==> src/rtl/fpa_pkg.sv <==
package fpa_pkg;
  // Operand class carried down the pipe next to the data.
  typedef enum logic [1:0] {
    CLS_NUM  = 2'd0,  // ordinary arithmetic path
    CLS_ZERO = 2'd1,  // both operands zero (after flushing)
    CLS_SPEC = 2'd2   // infinity or NaN result chosen in stage one
  } fpa_cls_e;
endpackage

==> src/rtl/fpa_align.sv <==
module fpa_align
  import fpa_pkg::*;
#(
  parameter int EXP_W = 8,
  parameter int MAN_W = 23
) (
  input  logic                     clk,
  input  logic                     rst,
  input  logic                     in_v,
  input  logic [EXP_W+MAN_W:0]     a,
  input  logic [EXP_W+MAN_W:0]     b,
  input  logic                     sub,
  output logic                     o_v,
  output logic                     o_sign,
  output logic [EXP_W-1:0]         o_exp,
  output logic [MAN_W+3:0]         o_big,
  output logic [MAN_W+3:0]         o_small,
  output logic                     o_esub,
  output fpa_cls_e                 o_cls,
  output logic [EXP_W+MAN_W:0]     o_spec
);
  localparam int W     = 1 + EXP_W + MAN_W;
  localparam int ALN_W = MAN_W + 4;
  localparam logic [EXP_W-1:0] EMAX = '1;

  // Right shift that folds every bit lost into the lowest position.
  function automatic logic [ALN_W-1:0] shr_sticky(input logic [ALN_W-1:0] v,
                                                  input logic [EXP_W-1:0] amt);
    logic [ALN_W-1:0] mask;
    if (int'(amt) >= ALN_W) return {{(ALN_W-1){1'b0}}, |v};
    mask = ~({ALN_W{1'b1}} << amt);
    return (v >> amt) | {{(ALN_W-1){1'b0}}, |(v & mask)};
  endfunction

  logic             sa, sb, za, zb, nan_a, nan_b, inf_a, inf_b, a_big;
  logic [EXP_W-1:0] ea, eb, e_hi, e_lo;
  logic [MAN_W-1:0] ma, mb;
  logic [ALN_W-1:0] sig_a, sig_b, sig_hi, sig_lo;
  fpa_cls_e         cls_c;
  logic [W-1:0]     spec_c;

  always_comb begin
    sa    = a[W-1];
    sb    = b[W-1] ^ sub;
    ea    = a[W-2:MAN_W];
    eb    = b[W-2:MAN_W];
    ma    = a[MAN_W-1:0];
    mb    = b[MAN_W-1:0];
    za    = (ea == '0);
    zb    = (eb == '0);
    nan_a = (ea == EMAX) && (ma != '0);
    nan_b = (eb == EMAX) && (mb != '0);
    inf_a = (ea == EMAX) && (ma == '0);
    inf_b = (eb == EMAX) && (mb == '0);
    sig_a = za ? '0 : {1'b1, ma, 3'b000};
    sig_b = zb ? '0 : {1'b1, mb, 3'b000};
    a_big = (za ? '0 : {ea, ma}) >= (zb ? '0 : {eb, mb});
    e_hi   = a_big ? ea : eb;
    e_lo   = a_big ? eb : ea;
    sig_hi = a_big ? sig_a : sig_b;
    sig_lo = a_big ? sig_b : sig_a;
    spec_c = '0;
    if (nan_a || nan_b || (inf_a && inf_b && (sa != sb))) begin
      cls_c  = CLS_SPEC;
      spec_c = {1'b0, EMAX, 1'b1, {(MAN_W-1){1'b0}}};
    end else if (inf_a || inf_b) begin
      cls_c  = CLS_SPEC;
      spec_c = {inf_a ? sa : sb, EMAX, {MAN_W{1'b0}}};
    end else if (za && zb) begin
      cls_c  = CLS_ZERO;
    end else begin
      cls_c  = CLS_NUM;
    end
  end

  always_ff @(posedge clk) begin
    if (rst) o_v <= 1'b0;
    else     o_v <= in_v;
  end

  always_ff @(posedge clk) begin
    o_cls   <= cls_c;
    o_spec  <= spec_c;
    o_sign  <= (cls_c == CLS_ZERO) ? (sa & sb) : (a_big ? sa : sb);
    o_exp   <= e_hi;
    o_big   <= sig_hi;
    o_small <= shr_sticky(sig_lo, e_hi - e_lo);
    o_esub  <= (sa != sb);
  end
endmodule

==> src/rtl/fpa_addsub.sv <==
module fpa_addsub
  import fpa_pkg::*;
#(
  parameter int EXP_W = 8,
  parameter int MAN_W = 23
) (
  input  logic                 clk,
  input  logic                 rst,
  input  logic                 i_v,
  input  logic                 i_sign,
  input  logic [EXP_W-1:0]     i_exp,
  input  logic [MAN_W+3:0]     i_big,
  input  logic [MAN_W+3:0]     i_small,
  input  logic                 i_esub,
  input  fpa_cls_e             i_cls,
  input  logic [EXP_W+MAN_W:0] i_spec,
  output logic                 o_v,
  output logic                 o_sign,
  output logic [EXP_W-1:0]     o_exp,
  output logic [MAN_W+4:0]     o_sum,
  output fpa_cls_e             o_cls,
  output logic [EXP_W+MAN_W:0] o_spec
);
  // The larger magnitude is always the minuend, so the difference is never negative.
  function automatic logic [MAN_W+4:0] sig_op(input logic [MAN_W+3:0] x,
                                              input logic [MAN_W+3:0] y,
                                              input logic            minus);
    return minus ? ({1'b0, x} - {1'b0, y}) : ({1'b0, x} + {1'b0, y});
  endfunction

  always_ff @(posedge clk) begin
    if (rst) o_v <= 1'b0;
    else     o_v <= i_v;
  end

  always_ff @(posedge clk) begin
    o_sign <= i_sign;
    o_exp  <= i_exp;
    o_sum  <= sig_op(i_big, i_small, i_esub);
    o_cls  <= i_cls;
    o_spec <= i_spec;
  end
endmodule

==> src/rtl/fpa_norm.sv <==
module fpa_norm
  import fpa_pkg::*;
#(
  parameter int EXP_W = 8,
  parameter int MAN_W = 23
) (
  input  logic                 clk,
  input  logic                 rst,
  input  logic                 i_v,
  input  logic                 i_sign,
  input  logic [EXP_W-1:0]     i_exp,
  input  logic [MAN_W+4:0]     i_sum,
  input  fpa_cls_e             i_cls,
  input  logic [EXP_W+MAN_W:0] i_spec,
  output logic                 o_v,
  output logic                 o_sign,
  output logic [EXP_W+1:0]     o_exp,
  output logic [MAN_W+3:0]     o_sig,
  output logic                 o_zero,
  output logic                 o_ovf,
  output logic                 o_unf,
  output fpa_cls_e             o_cls,
  output logic [EXP_W+MAN_W:0] o_spec
);
  localparam int ALN_W = MAN_W + 4;
  localparam int EW2   = EXP_W + 2;
  localparam int LZ_W  = $clog2(ALN_W + 1);
  localparam int EMAX  = (1 << EXP_W) - 1;

  // Count of zeros above the most significant one.
  function automatic logic [LZ_W-1:0] lead_zeros(input logic [ALN_W-1:0] v);
    logic [LZ_W-1:0] n;
    n = LZ_W'(ALN_W);
    for (int i = 0; i < ALN_W; i++)
      if (v[i]) n = LZ_W'(ALN_W - 1 - i);
    return n;
  endfunction

  logic [LZ_W-1:0]  lz;
  logic [ALN_W-1:0] sig_c;
  logic [EW2-1:0]   exp_c;

  always_comb begin
    lz = lead_zeros(i_sum[ALN_W-1:0]);
    if (i_sum[ALN_W]) begin
      sig_c = {i_sum[ALN_W:2], i_sum[1] | i_sum[0]};
      exp_c = {2'b00, i_exp} + EW2'(1);
    end else begin
      sig_c = i_sum[ALN_W-1:0] << lz;
      exp_c = {2'b00, i_exp} - EW2'(lz);
    end
  end

  always_ff @(posedge clk) begin
    if (rst) o_v <= 1'b0;
    else     o_v <= i_v;
  end

  always_ff @(posedge clk) begin
    o_sign <= i_sign;
    o_exp  <= exp_c;
    o_sig  <= sig_c;
    o_zero <= (i_sum == '0);
    o_unf  <= exp_c[EW2-1] || (exp_c == '0);
    o_ovf  <= !exp_c[EW2-1] && (exp_c >= EW2'(EMAX));
    o_cls  <= i_cls;
    o_spec <= i_spec;
  end
endmodule

==> src/rtl/fpa_round.sv <==
module fpa_round
  import fpa_pkg::*;
#(
  parameter int EXP_W = 8,
  parameter int MAN_W = 23
) (
  input  logic                 clk,
  input  logic                 rst,
  input  logic                 i_v,
  input  logic                 i_sign,
  input  logic [EXP_W+1:0]     i_exp,
  input  logic [MAN_W+3:0]     i_sig,
  input  logic                 i_zero,
  input  logic                 i_ovf,
  input  logic                 i_unf,
  input  fpa_cls_e             i_cls,
  input  logic [EXP_W+MAN_W:0] i_spec,
  output logic                 o_v,
  output logic [EXP_W+MAN_W:0] o_res,
  output logic                 o_ovf,
  output logic                 o_unf
);
  localparam int W     = 1 + EXP_W + MAN_W;
  localparam int SIG_W = MAN_W + 1;
  localparam int EW2   = EXP_W + 2;
  localparam int EMAX  = (1 << EXP_W) - 1;

  // Nearest-even increment decision from the kept lsb and guard/round/sticky.
  function automatic logic rne_up(input logic lsb, input logic g,
                                  input logic r, input logic s);
    return g & (r | s | lsb);
  endfunction

  logic [SIG_W:0]   rsig;
  logic             carry;
  logic [EW2-1:0]   rexp;
  logic [W-1:0]     res_c;
  logic             ovf_c, unf_c;

  always_comb begin
    rsig  = {1'b0, i_sig[MAN_W+3:3]}
          + (SIG_W+1)'(rne_up(i_sig[3], i_sig[2], i_sig[1], i_sig[0]));
    carry = rsig[SIG_W];
    rexp  = i_exp + EW2'(carry);
    ovf_c = 1'b0;
    unf_c = 1'b0;
    if (i_cls == CLS_SPEC) begin
      res_c = i_spec;
    end else if (i_cls == CLS_ZERO) begin
      res_c = {i_sign, {(W-1){1'b0}}};
    end else if (i_zero) begin
      res_c = '0;
    end else if (i_unf) begin
      res_c = {i_sign, {(W-1){1'b0}}};
      unf_c = 1'b1;
    end else if (i_ovf || (rexp >= EW2'(EMAX))) begin
      res_c = {i_sign, {EXP_W{1'b1}}, {MAN_W{1'b0}}};
      ovf_c = 1'b1;
    end else begin
      res_c = {i_sign, rexp[EXP_W-1:0], carry ? {MAN_W{1'b0}} : rsig[MAN_W-1:0]};
    end
  end

  always_ff @(posedge clk) begin
    if (rst) begin
      o_v   <= 1'b0;
      o_ovf <= 1'b0;
      o_unf <= 1'b0;
      o_res <= '0;
    end else begin
      o_v   <= i_v;
      o_ovf <= i_v & ovf_c;
      o_unf <= i_v & unf_c;
      o_res <= res_c;
    end
  end
endmodule

==> src/rtl/fp_add_pipe.sv <==
module fp_add_pipe
  import fpa_pkg::*;
#(
  parameter int EXP_W = 8,
  parameter int MAN_W = 23
) (
  input  logic                     clk,
  input  logic                     rst,
  input  logic                     in_valid,
  input  logic [EXP_W+MAN_W:0]     op_a,
  input  logic [EXP_W+MAN_W:0]     op_b,
  input  logic                     op_sub,
  output logic                     out_valid,
  output logic [EXP_W+MAN_W:0]     out_sum,
  output logic                     out_ovf,
  output logic                     out_unf
);
  localparam int W     = 1 + EXP_W + MAN_W;
  localparam int ALN_W = MAN_W + 4;
  localparam int EW2   = EXP_W + 2;

  logic             s1_v, s1_sign, s1_esub;
  logic [EXP_W-1:0] s1_exp;
  logic [ALN_W-1:0] s1_big, s1_small;
  fpa_cls_e         s1_cls;
  logic [W-1:0]     s1_spec;

  logic             s2_v, s2_sign;
  logic [EXP_W-1:0] s2_exp;
  logic [ALN_W:0]   s2_sum;
  fpa_cls_e         s2_cls;
  logic [W-1:0]     s2_spec;

  logic             s3_v, s3_sign, s3_zero, s3_ovf, s3_unf;
  logic [EW2-1:0]   s3_exp;
  logic [ALN_W-1:0] s3_sig;
  fpa_cls_e         s3_cls;
  logic [W-1:0]     s3_spec;

  // Events brought out for the checker.
  logic norm_live, norm_lead;
  assign norm_live = s3_v && (s3_cls == CLS_NUM) && !s3_zero;
  assign norm_lead = s3_sig[ALN_W-1];

  fpa_align #(.EXP_W(EXP_W), .MAN_W(MAN_W)) u_align (
    .clk(clk), .rst(rst), .in_v(in_valid), .a(op_a), .b(op_b), .sub(op_sub),
    .o_v(s1_v), .o_sign(s1_sign), .o_exp(s1_exp), .o_big(s1_big),
    .o_small(s1_small), .o_esub(s1_esub), .o_cls(s1_cls), .o_spec(s1_spec));

  fpa_addsub #(.EXP_W(EXP_W), .MAN_W(MAN_W)) u_addsub (
    .clk(clk), .rst(rst), .i_v(s1_v), .i_sign(s1_sign), .i_exp(s1_exp),
    .i_big(s1_big), .i_small(s1_small), .i_esub(s1_esub), .i_cls(s1_cls),
    .i_spec(s1_spec), .o_v(s2_v), .o_sign(s2_sign), .o_exp(s2_exp),
    .o_sum(s2_sum), .o_cls(s2_cls), .o_spec(s2_spec));

  fpa_norm #(.EXP_W(EXP_W), .MAN_W(MAN_W)) u_norm (
    .clk(clk), .rst(rst), .i_v(s2_v), .i_sign(s2_sign), .i_exp(s2_exp),
    .i_sum(s2_sum), .i_cls(s2_cls), .i_spec(s2_spec), .o_v(s3_v),
    .o_sign(s3_sign), .o_exp(s3_exp), .o_sig(s3_sig), .o_zero(s3_zero),
    .o_ovf(s3_ovf), .o_unf(s3_unf), .o_cls(s3_cls), .o_spec(s3_spec));

  fpa_round #(.EXP_W(EXP_W), .MAN_W(MAN_W)) u_round (
    .clk(clk), .rst(rst), .i_v(s3_v), .i_sign(s3_sign), .i_exp(s3_exp),
    .i_sig(s3_sig), .i_zero(s3_zero), .i_ovf(s3_ovf), .i_unf(s3_unf),
    .i_cls(s3_cls), .i_spec(s3_spec), .o_v(out_valid), .o_res(out_sum),
    .o_ovf(out_ovf), .o_unf(out_unf));
endmodule

==> config.mk <==
export PLATFORM = sky130hd
export DESIGN_NAME = fp_add_pipe
export DESIGN_NICKNAME = d
export VERILOG_FILES = /design/src/rtl/fpa_pkg.sv /design/src/rtl/fpa_align.sv /design/src/rtl/fpa_addsub.sv /design/src/rtl/fpa_norm.sv /design/src/rtl/fpa_round.sv /design/src/rtl/fp_add_pipe.sv
export SDC_FILE = /design/constraint.sdc
export NUM_CORES = 1
export LEC_CHECK = 0
export BUFFER_PORTS_ARGS = -buffer_cell sky130_fd_sc_hd__buf_2
export CAP_MARGIN = 25
export CORE_MARGIN = 2
export CORE_UTILIZATION = 45
export DETAILED_ROUTE_END_ITERATION = 12
export PLACE_DENSITY_LB_ADDON = 0.05
export SLEW_MARGIN = 20
export SYNTH_ARGS = -nofsm -noshare
export SYNTH_HDL_FRONTEND = slang
export SYNTH_HIERARCHICAL = 1
export SYNTH_SLANG_ARGS = --single-unit
==> constraint.sdc <==
create_clock -name clk -period 10 [get_ports clk]
set_input_delay 1 -clock clk [delete_from_list [all_inputs] [get_ports clk]]
set_output_delay 1 -clock clk [all_outputs]
set_load 0.005 [all_outputs]
Yosys cells after proc, flatten, opt, wreduce, memory -nomap -nowiden --
Index checks and enable logic that the tools add are counted.
Cells by class: $add $sub $neg 7, order comparisons 4, eq/ne operators 6, shift-type cells 3, multiplexer cells 63, bitwise gates (word level) 12, reductions and logical operators 25
Operators with widths (count):
- $mux 27 | 6
- $mux 31 | 5
- $mux 32 | 3
- $mux 5 | 16
- $reduce_or 27->1 | 2
- $logic_not 23->1 | 2
- $reduce_bool 23->1 | 2
- $mux 4 | 8
- $ge 31x31->1 | 1
- $add 27x27->28 | 1
- $logic_not 28->1 | 1
- $mux 28 | 1
- $sub 27x27->28 | 1
- $and 27x27->27 | 1
- $not 27->27 | 1
- $or 27x1->27 | 1
- $shl 27x5->27 | 1
- $shl 27x8->27 const A | 1
- $shr 27x8->27 | 1
- $mux 26 | 1
- $add 24x1->25 | 1
- $mux 23 | 1
- $ge 10x8->1 const B | 2
- $eq 8x8->1 const B | 2
- 22 further kinds | 58
Word-level totals: register bits 282, input port bits 68, output and inout bits 35, logic and storage cells 149

Depth between registers and ports, before layout --
Gate-level depths: netlist of run 1.
word-level depth 31, mapped depth 32, depth with buffers taken out 21

Modules after synthesis --
The synthesis of run 1 kept the hierarchy.
By module, submodules not included:
- fpa_align | times used 1, cells an instance 911, area each 6371.1 µm², sequential area each 1341.3 µm²
- fpa_norm | times used 1, cells an instance 471, area each 3962.6 µm², sequential area each 1521.5 µm²
- fpa_addsub | times used 1, cells an instance 359, area each 3423.3 µm², sequential area each 1441.4 µm²
- fpa_round | times used 1, cells an instance 229, area each 2049.5 µm², sequential area each 700.7 µm²

Worst setup path after synthesis of run 1 --
Ideal clock, no wire load.
kind input-to-reg, start point in op_a[27], end point reg u_align.o_small[2], library setup time 0.086 ns, data arrival time 7.232 ns, required time 9.914 ns, slack 2.682 ns, cell stages on the path 31, buffers on the path 12, cells stage by stage clkbuf_1 > nor4_1 > nand2_1 > clkbuf_1 > clkbuf_1 > buf_1 > nand2_1 > inv_1 > ha_1 > a21oi_1 > o21ai_0 > a22o_1 > or4_4 > buf_6 > nor2_8 > buf_6 > buf_2 > buf_1 > clkbuf_1 > nor2_1 > a21oi_1 > ha_1 > clkbuf_1 > inv_1 > clkbuf_1 > clkbuf_1 > mux2i_1 > nor2_1 > nor4_1 > nor3_1 > a211oi_1
Between the ends: word-level cells in the longest chain between the ends 8, elaborated cells between the ends (all ways) 13, those cells by class add/sub (1); order compare (2); shift (1); mux (7); bitwise (1); reduce/logical (1)
Ends and longest elaborated chain:
- from (decl) | line fp_add_pipe.sv:10 | input logic [EXP_W+MAN_W:0] op_a,
- $logic_not 8->1 | line fpa_align.sv:49 | za = (ea == '0);
- $mux 31 | line fpa_align.sv:57 | a_big = (za ? '0 : {ea, ma}) >= (zb ? '0 : {eb, mb});
- $ge 31x31->1 | line fpa_align.sv:57
- $mux 8 (on tied branches) | line fpa_align.sv:58, fpa_align.sv:59
- $sub 8x8->8 | line fpa_align.sv:87 | o_small <= shr_sticky(sig_lo, e_hi - e_lo);
- $shr 27x8->27 / $ge 8x5->1 (equally long branches) | line fpa_align.sv:32, fpa_align.sv:30
- $or 27x1->27 / $mux 1 (equally long branches) | line fpa_align.sv:32, fpa_align.sv:30
- $mux 27 * | line fpa_align.sv:31 | mask = ~({ALN_W{1'b1}} << amt);
- to (signal assigned) | line fpa_align.sv:87
- to (decl) | line fpa_align.sv:17 | output logic [MAN_W+3:0] o_small,
Mark *: on every way between the ends. The rest lies on a longest branch, timed or not. A chain may end at the register's enable or synchronous reset.

Worst setup path in the final report of run 1 --
start point in op_a[23], end point reg u_align.o_small[0]
Between the ends: word-level cells in the longest chain between the ends 11, elaborated cells between the ends (all ways) 19, those cells by class add/sub (1); order compare (2); shift (2); mux (8); bitwise (3); reduce/logical (3)
Ends and longest elaborated chain:
- $logic_not 8->1 | line fpa_align.sv:49
- $mux 31 | line fpa_align.sv:57
- $ge 31x31->1 | line fpa_align.sv:57
- $mux 8 (on tied branches) | line fpa_align.sv:58, fpa_align.sv:59
- $sub 8x8->8 | line fpa_align.sv:87
- $shl 27x8->27 | line fpa_align.sv:31
- $not 27->27 | line fpa_align.sv:31
- $and 27x27->27 | line fpa_align.sv:32 | return (v >> amt) | {{(ALN_W-1){1'b0}}, |(v & mask)};
- $reduce_or 27->1 | line fpa_align.sv:32
- $or 27x1->27 | line fpa_align.sv:32
- $mux 27 * | line fpa_align.sv:31
Mark *: on every way between the ends. The rest lies on a longest branch, timed or not. The select of a mux whose other input is x is not followed.

==> results.json, run 1 <==
{
  "p_leak_nw": 7.22,
  "pwr-share-clk_pct": 23.0,
  "synth_most_common_cell": "dfxtp_1",
  "synthAdderAreaFrac_pct": 6.00,
  "synth_top_area_share_pct": 31.7,
  "power.switching_mw": 1.90,
  "drtAntennaViolNets": 0,
  "seq_power_share_pct": 32.4,
  "maxCapViolations": 0,
  "grt_pass1_vias": 13900,
  "num-nets-final": 2136,
  "internal-power_mw": 2.63,
  "cp-end-kind": "flop",
  "die_x_um": 191,
  "n_fill_cell": 3463,
  "drt-total-wl_mm": 50.1,
  "grt_max_degree": 74,
  "cts_tree": "built",
  "muxShareOfSynthArea_pct": 4.98,
  "syn-cell-area_um2": 15800,
  "arrival_ps": 7930,
  "yosys-top-cells-count": "dfxtp_1 (250), nand2_1 (225), nor2_1 (171)",
  "drt-wirelength-per-cell_um": 20.3,
  "clk_path_buf_depth": 3,
  "whs_ps": 323,
  "tns_ps": 0,
  "avgViaCountPerCell": 5.90,
  "antenna_cells": 0,
  "yosysTopAreaCell": "dfxtp_1",
  "setup_viol": 0,
  "p_sw_share_pct": 41.9,
  "crit_path_start_kind": "primary input",
  "port_buffers": 102,
  "ys_warn_count": 6,
  "die_area_um2": 36600,
  "initialDrtViolationCount": 1177,
  "drive_gt1_share_pct": 13.0,
  "grt_pass1_wl_mm": 78.1,
  "vias": 14600,
  "skew_ps": 10.9,
  "syn2layout_area_growth_pct": 9.70,
  "ys.flop_type": "dfxtp_1",
  "cts_max_level": 1,
  "postCtsSetupRepairBufs": 0,
  "synthArstFlopShare_pct": 0,
  "yosys_register_bits": 250,
  "ir_worst_vdd_mv": 0.155,
  "synth_cell_types": 108,
  "cts_inserted_buffers": 27,
  "crit_path_max_fanout": 27,
  "yosys-top-cells-area": "dfxtp_1 (32%), ha_1 (5.6%), nand2_1 (5.3%)",
  "rsz0062_at_grt": "false",
  "yosysSeqAreaShare_pct": 31.7,
  "clk_pin_slew_ps": 60,
  "root_buffer": "clkbuf_16",
  "cts_resized": 0,
  "cellPowerDensity_nw_per_um2": 261,
  "place_area_um2": 16400,
  "worstSetupPathType": "in2reg",
  "rows": 68,
  "finalCritPeriodShare_pct": 75.6,
  "post-place-ws_ps": 1870,
  "synth-simple-area-share_pct": 22.1,
  "drc": 0,
  "final_cell_area_um2": 17300,
  "hold_path_class": "reg2reg",
  "synth-xor-area-share_pct": 5.26,
  "synth_compound_area_share_pct": 23.2,
  "grt_usage_pct": 27.2,
  "clock_sinks": 250,
  "start_util_pct": 45.8,
  "dp_hpwl_mm": 39.2,
  "antenna_found_initial": 0,
  "worst_pin_slew_ps": 1030,
  "synth_edf_count": 0,
  "setup_ws_ps": 2440,
  "io_pins": 103,
  "clkLatencyLatePin_ps": 530,
  "syn_area_per_cell_um2": 8.02,
  "overflow": 0,
  "coreArea_um2": 34500,
  "slew_headroom_pct": 30.6,
  "synth_cells": 1970,
  "finalHoldViolations": 0,
  "drtPass1Iterations": 6,
  "synth_top_family_by_area": "compound AO/OA/AOI/OAI gates",
  "dieHeight_um": 191,
  "required_ps": 10380,
  "period_minus_slack_ps": 7560,
  "maxSlewViolCount": 0,
  "cts_hold_buf": 0,
  "clock.fmax_mhz": 132,
  "status": "finished clean",
  "combPwrFrac_pct": 44.6,
  "place.gp.congestion": 0.955
}
==> kinds of logic (layout without fill, tap and decap cells) <==
logic type / after synthesis / after routing
compound gates: 544 / 544
xor+xnor: 95 / 95
fa+ha+maj: 75 / 75
buf+inv: 222 / 244
flops: 250 / 250
mux: 72 / 72
other cells: 1 / 25
simple gates: 711 / 711
==> critical path, stage by stage <==
cell,delay (ps)
buf_2,140
nor4_1,840
nand2_1,620
buf_8,340
and2_0,220
ha_1,330
and4_4,180
and2_4,140
a32o_1,290
or4_4,540
nor2_8,350
a21oi_1,120
ha_1,210
a31oi_1,270
and3_1,260
or2_1,790
mux4_2,630
a21oi_2,170
o221ai_1,130
o31ai_1,220
a32oi_1,120
==> cells in the final DEF, fill, tap and decap left out, types with 15 or more instances in the layout <==
cell type	count
dfxtp_1	250
nand2_1	224
nor2_1	170
a21oi_1	135
o21ai_0	125
buf_2	102
ha_1	71
inv_1	68
nand3_1	65
xnor2_1	62
mux2i_1	55
nor3_1	44
o21ai_1	34
nor4_1	33
xor2_1	31
nand4_1	29
clkbuf_16	27
conb_1	25
a31oi_1	23
a22oi_1	22
nand2b_1	21
nor2b_1	21
o31ai_2	19
buf_4	18
a211oi_1	16
and2_1	15
==> per-layer routing <==
metal	wire (µm)	share of wire, %	up-vias	GRT usage [%]
met5	0	0	-	0
met2	23000	46	520	44.5
met1	20800	41	6819	33.3
met3	2640	5.3	142	3.19
li1	-	-	7098	-
met4	3740	7.5	0	19.1
==> registers in the layout (all words and copies together), names as in the netlist, 2 cells and up <==
register and count:
u_addsub/o_cls 2, u_addsub/o_exp 8, u_addsub/o_spec 32, u_addsub/o_sum 28
u_align/o_big 24, u_align/o_cls 2, u_align/o_exp 8, u_align/o_small 27
u_align/o_spec 3, u_norm/o_cls 2, u_norm/o_exp 10, u_norm/o_sig 27
u_norm/o_spec 32, u_round/o_res 32
==> area by class of cell <==
class / count / area [µm²] / share of cell area (%)
clock buffers: 33 / 728 / 4.20
clock inverters: 17 / 229 / 1.32
inverters: 72 / 273 / 1.57
multi-input cells: 1522 / 9860 / 56.9
flip-flops and latches: 250 / 5000 / 28.9
well taps: 455 / 569 / 3.28
repair buffers: 122 / 672 / 3.88
==> worst paths after layout <==
check                                        start  slack (ps)                  end  depth (start not counted)
worst min register to register  u_align/o_spec[22]         320  u_addsub/o_spec[22]                          0
worst max register to register  u_addsub/o_sum[20]        5900         u_norm/o_unf                         15
worst max-delay path                      op_a[23]        2440   u_align/o_small[0]                         21
worst min-delay path            u_align/o_spec[22]         320  u_addsub/o_spec[22]                          0
==> power groups by stage <==
| stage | Sequential (mW) | Combinational (mW) | Clock, mW |
|---|---|---|---|
| floorplan | 1.37 | 1.50 | 0 |
| global placement | 1.48 | 1.97 | 0 |
| detailed placement | 1.48 | 1.97 | 0 |
| finish | 1.47 | 2.02 | 1.04 |
| global route | 1.49 | 2.20 | 1.11 |
| CTS | 1.46 | 1.98 | 1.07 |
==> through the flow <==
| step | util, % | cells | total power, mW |
|---|---|---|---|
| floorplan | - | 1994 | 2.87 |
| global placement | 47.3 | 2419 | 3.45 |
| detailed placement | 47.4 | 2420 | 3.46 |
| CTS | 50.2 | 2470 | 4.52 |
| global route | 50.2 | 2471 | 4.81 |
| finish | 50.2 | 2471 | 4.53 |
No activity file was read; power rests on OpenSTA's default activity.
==> inputs of run 2 (changes only) <==
==> constraint.sdc (replaced) <==
create_clock -name clk -period 7.7 [get_ports clk]
set_input_delay 0.77 -clock clk [delete_from_list [all_inputs] [get_ports clk]]
set_output_delay 0.77 -clock clk [all_outputs]
set_load 0.005 [all_outputs]
==> results.json, run 2 (synthesized netlist as in run 1, its figures left out) <==
{
  "hold_path_class": "reg2reg",
  "period_minus_slack_ps": 6300,
  "die_area_um2": 36600,
  "status": "finished clean",
  "vias": 14700,
  "num-nets-final": 2142,
  "cts_hold_buf": 0,
  "n_fill_cell": 3451,
  "skew_ps": 10.5,
  "crit_path_start_kind": "primary input",
  "start_util_pct": 45.8,
  "mostFrequentLayoutCell": "dfxtp_1",
  "io_pins": 103,
  "maxCapViolations": 0,
  "dp_hpwl_mm": 40.1,
  "clkLatencyLatePin_ps": 560,
  "finalCritPeriodShare_pct": 81.8,
  "antenna_found_initial": 0,
  "worstSetupPathType": "in2reg",
  "avgViaCountPerCell": 5.92,
  "cts_resized": 0,
  "drive_gt1_share_pct": 13.3,
  "die_x_um": 191,
  "clock.fmax_mhz": 159,
  "slew_headroom_pct": 32.2,
  "root_buffer": "clkbuf_16",
  "cp_num_buf_inv": 2,
  "antenna_cells": 0,
  "postCtsSetupRepairBufs": 0,
  "setup_viol": 0,
  "grt_usage_pct": 27.7,
  "reg.largest.list": "u_addsub/o_spec (32), u_norm/o_spec (32), u_round/o_res (32)",
  "rsz0062_at_grt": "false",
  "cp-end-kind": "flop",
  "cts_tree": "built",
  "port_buffers": 102,
  "clk_path_buf_depth": 3,
  "drtPass1Iterations": 6,
  "overflow": 0,
  "coreArea_um2": 34500,
  "clock_sinks": 250,
  "post-place-ws_ps": 1020,
  "cellPowerDensity_nw_per_um2": 341,
  "maxSlewViolCount": 0,
  "dieHeight_um": 191,
  "cts_inserted_buffers": 29,
  "finalHoldViolations": 0,
  "ir_worst_vdd_mv": 0.296,
  "setup_ws_ps": 1400,
  "layout_common_cells": "dfxtp_1 (250), nand2_1 (224), nor2_1 (170), a21oi_1 (135), o21ai_0 (125)",
  "rows": 68,
  "drt-wirelength-per-cell_um": 20.7,
  "syn2layout_area_growth_pct": 10.1,
  "initialDrtViolationCount": 1317,
  "drc": 0,
  "place.gp.congestion": 0.960,
  "clk_pin_slew_ps": 60,
  "grt_pass1_wl_mm": 79.7,
  "crit_family": "simple AND/OR/NAND/NOR gates",
  "worst_pin_slew_ps": 1010,
  "cts_max_level": 1,
  "arrival_ps": 6690,
  "slowest_stage": "mux4_2",
  "tns_ps": 0,
  "worst_path_largest_cell_delay_ps": 610,
  "grt_max_degree": 73,
  "path_cells": "buf_2, nor4_2, nand2_1, buf_4, nand2_1, ha_1, and4_4, and2_4, a32o_1, or4_4, nor2_8, a21oi_1, ha_1, a31oi_1, and3_1, or2_1, mux4_2, a21oi_2, o221ai_1, o31ai_1, a32oi_1",
  "p_leak_nw": 7.23,
  "crit_path_max_fanout": 46,
  "required_ps": 8100,
  "drt-total-wl_mm": 51.3,
  "drtAntennaViolNets": 0,
  "grt_pass1_vias": 14000
}
[run 2: cell count changes in the layout (fill, tap and decap cells not counted), sizes merged]
cell and change:
clkinvlp +6, buf +4, clkinv -4, clkbuf +2, bufinv -1, inv -1
[run 2: worst paths after layout]
kind | slack (ps) | start | cells after the start | to
hold reg to reg | 320 | u_addsub/o_spec[21] | 0 | u_norm/o_spec[21]
setup / recovery | 1400 | op_b[23] | 21 | u_align/o_small[0]
setup reg to reg | 3530 | u_addsub/o_sum[19] | 15 | u_norm/o_unf
hold / removal | 320 | u_addsub/o_spec[21] | 0 | u_norm/o_spec[21]
[run 2: report_power, final]
group / internal [mW] / switching, mW / total, mW
Sequential: 1.58 / 0.333 / 1.91
Clock: 0.850 / 0.543 / 1.39
Combinational: 0.999 / 1.63 / 2.63
Total: 3.43 / 2.51 / 5.94
[run 2: metal layers]
| metal | share of wire (%) | vias to the layer above | global-route usage (%) |
|---|---|---|---|
| met4 | 6.2 | 0 | 15.8 |
| li1 | - | 7108 | - |
| met3 | 5.3 | 138 | 2.96 |
| met1 | 42 | 6797 | 33.9 |
| met2 | 47 | 614 | 47.2 |
| met5 | 0 | - | 0 |
[run 2: area by class of cell]
class                           instances  area [µm²]  share of cell area [%]
Clock buffer                           35         768                    4.41
Tap cell                              455         569                    3.27
Timing Repair Buffer                  126         691                    3.97
Multi-Input combinational cell       1522        9870                    56.7
Sequential cell                       250        5000                    28.8
Inverter                               72         273                    1.57
Clock inverter                         17         226                    1.30
[run 2: per-stage QoR]
stage               hold slack [ps]  total power, mW  cell area, µm²  cells  utilization [%]
global route                    328             6.30           17400   2477             50.4
floorplan                       310             3.73           15900   1994                -
global placement                310             4.52           16400   2425             47.5
CTS                             326             5.93           17400   2477             50.4
finish                          322             5.94           17400   2477             50.4
detailed placement              312             4.51           16400   2425             47.5
[run 2: worst reg2reg max path: cells and delay by family, from the launching register on]
family                   cells  cell delay (ps)
flip-flops                   1              430
buffers and inverters        2              700
AND/OR/NAND/NOR              8             1680
AO/OA/AOI/OAI                4              860
adder cells (fa/ha/maj)      1              370
==> inputs of run 3 (changes only) <==
==> constraint.sdc (replaced) <==
create_clock -name clk -period 5.3 [get_ports clk]
set_input_delay 0.53 -clock clk [delete_from_list [all_inputs] [get_ports clk]]
set_output_delay 0.53 -clock clk [all_outputs]
set_load 0.005 [all_outputs]
==> results.json, run 3 (synthesized netlist as in run 1, its figures left out) <==
{
  "r2r-end": "u_norm/o_ovf",
  "overflow": 0,
  "antenna_found_initial": 0,
  "finalHoldViolations": 0,
  "n_fill_cell": 3381,
  "rows": 68,
  "fin_util_pct": 53.1,
  "cellPowerDensity_nw_per_um2": 474,
  "holdCritStartpoint": "in_valid",
  "maxCapViolations": 0,
  "start_util_pct": 45.8,
  "r2r_cells": 16,
  "die_area_um2": 36600,
  "drc": 0,
  "dr_wl_met2_mm": 24.0,
  "period_minus_slack_ps": 4860,
  "clock.fmax_mhz": 206,
  "grt_usage_pct": 27.3,
  "io_pins": 103,
  "mostFrequentLayoutCell": "dfxtp_1",
  "place_inst": 2510,
  "slowest_stage": "mux4_2",
  "wl_met3_mm": 2.17,
  "regToRegSetupSlack_ps": 1310,
  "fin_cells": 2562,
  "drt-wirelength-per-cell_um": 19.7,
  "cts_hold_buf": 0,
  "finalCritPeriodShare_pct": 91.8,
  "drive_gt1_share_pct": 18.9,
  "reg.largest.list": "u_addsub/o_spec (32), u_norm/o_spec (32), u_round/o_res (32)",
  "clock_sinks": 250,
  "drtPass1Iterations": 7,
  "dp_hpwl_mm": 40.2,
  "rsz0062_at_grt": "false",
  "drt-total-wl_mm": 50.4,
  "wl_met1_mm": 21.5,
  "maxSlewViolCount": 0,
  "drtAntennaViolNets": 0,
  "path_cells": "buf_2, nor4_2, nand2_1, buf_4, nand2_1, inv_1, ha_1, and4_4, and2_4, a32o_2, or4_4, nor2_8, a21oi_2, ha_2, a31oi_2, and3_1, or2_1, mux4_2, a21oi_2, o221ai_1, o31ai_1, a32oi_1",
  "postCtsSetupRepairBufs": 0,
  "dieHeight_um": 191,
  "grt_pass1_wl_mm": 78.6,
  "whs_ps": 195,
  "cts_max_level": 1,
  "worstSetupPathType": "in2reg",
  "hold_end": "u_align/o_v",
  "arrival_ps": 5270,
  "grt_pass1_vias": 14400,
  "initialDrtViolationCount": 1096,
  "cts_tree": "built",
  "setup_viol": 0,
  "crit_path_max_fanout": 22,
  "highest_layer": "met4",
  "crit_path_start_kind": "primary input",
  "hold_path_class": "in2reg",
  "place.gp.congestion": 0.988,
  "vias": 14800,
  "clkLatencyLatePin_ps": 560,
  "clk_path_buf_depth": 3,
  "cp-end-kind": "flop",
  "required_ps": 5710,
  "r2r-start": "u_addsub/o_sum[23]",
  "port_buffers": 102,
  "coreArea_um2": 34500,
  "crit_family": "simple AND/OR/NAND/NOR gates",
  "cts_inserted_buffers": 28,
  "ir_worst_vdd_mv": 0.369,
  "p_leak_nw": 7.70,
  "cp_num_buf_inv": 3,
  "worst_path_largest_cell_delay_ps": 550,
  "skew_ps": 18.6,
  "num-nets-final": 2227,
  "status": "finished clean",
  "antenna_cells": 0,
  "total_power_mw": 8.68,
  "cts_resized": 0,
  "syn2layout_area_growth_pct": 16.0,
  "clk_pin_slew_ps": 60,
  "worstHoldPathCells": 2,
  "grt_max_degree": 53,
  "slew_headroom_pct": 38.9,
  "root_buffer": "clkbuf_16",
  "layout_common_cells": "dfxtp_1 (250), nand2_1 (213), nor2_1 (167), a21oi_1 (133), o21ai_0 (121)",
  "worst_pin_slew_ps": 912,
  "die_x_um": 191,
  "avgViaCountPerCell": 5.77
}
## run 3: cell count changes in the layout (fill, tap and decap cells not counted), moves of 5 or more
cell	change
clkinvlp_4	-5
clkinv_2	+6
ha_4	+7
inv_1	-8
nand2_4	+7
nand2_1	-11
inv_2	+5
ha_1	-8
buf_4	+81
## run 3: power by group
group	leakage, nW	internal [mW]	switching [mW]	total [mW]
Clock	0.482	1.20	0.760	1.96
Sequential	2.08	2.29	0.480	2.77
Combinational	5.14	1.56	2.39	3.95
## run 3: cell type report
type	instances	area, µm²	share of cell area (%)
tap	455	569	3.10
sequential	250	5000	27.3
inverter	72	280	1.53
multi-input combinational	1522	10100	55.2
clock inverter	19	238	1.30
clock buffer	32	736	4.01
timing repair buffer	212	1380	7.55
## run 3: worst max-delay path by stage
stage,from,end,slack [ps],depth (start not counted)
floorplan,op_a[27],u_align/o_small[0],-500,30
global placement,op_a[30],u_align/o_small[0],40,22
detailed placement,op_a[30],u_align/o_small[0],-60,22
CTS,op_a[30],u_align/o_small[0],480,22
global route,op_a[30],u_align/o_small[0],160,22
finish,op_a[30],u_align/o_small[0],440,22
## run 3: layer usage
metal / GRT usage (%) / vias up
met4: 14.5 / 0
met2: 47.1 / 439
met5: 0 / -
met3: 3.05 / 112
met1: 33.3 / 6958
li1: - / 7273
## run 3: worst reg2reg max path, delay by kind of cell, from the launching register on
kind	cells	cell delay, ps
AO/OA/AOI/OAI	6	1380
AND/OR/NAND/NOR	6	1100
flip-flops	1	540
adder cells (fa/ha/maj)	2	420
XOR/XNOR	1	270
buffers and inverters	1	200
## run 3: through the flow
stage	area [µm²]	TNS (ps)	setup slack (ps)
6_report	18300	0	436
5_1_grt	18300	0	157
3_3_place_gp	17400	0	39.3
2_1_floorplan	16400	-3930	-499
4_1_cts	18300	0	482
3_5_place_dp	17400	-62.4	-62.4
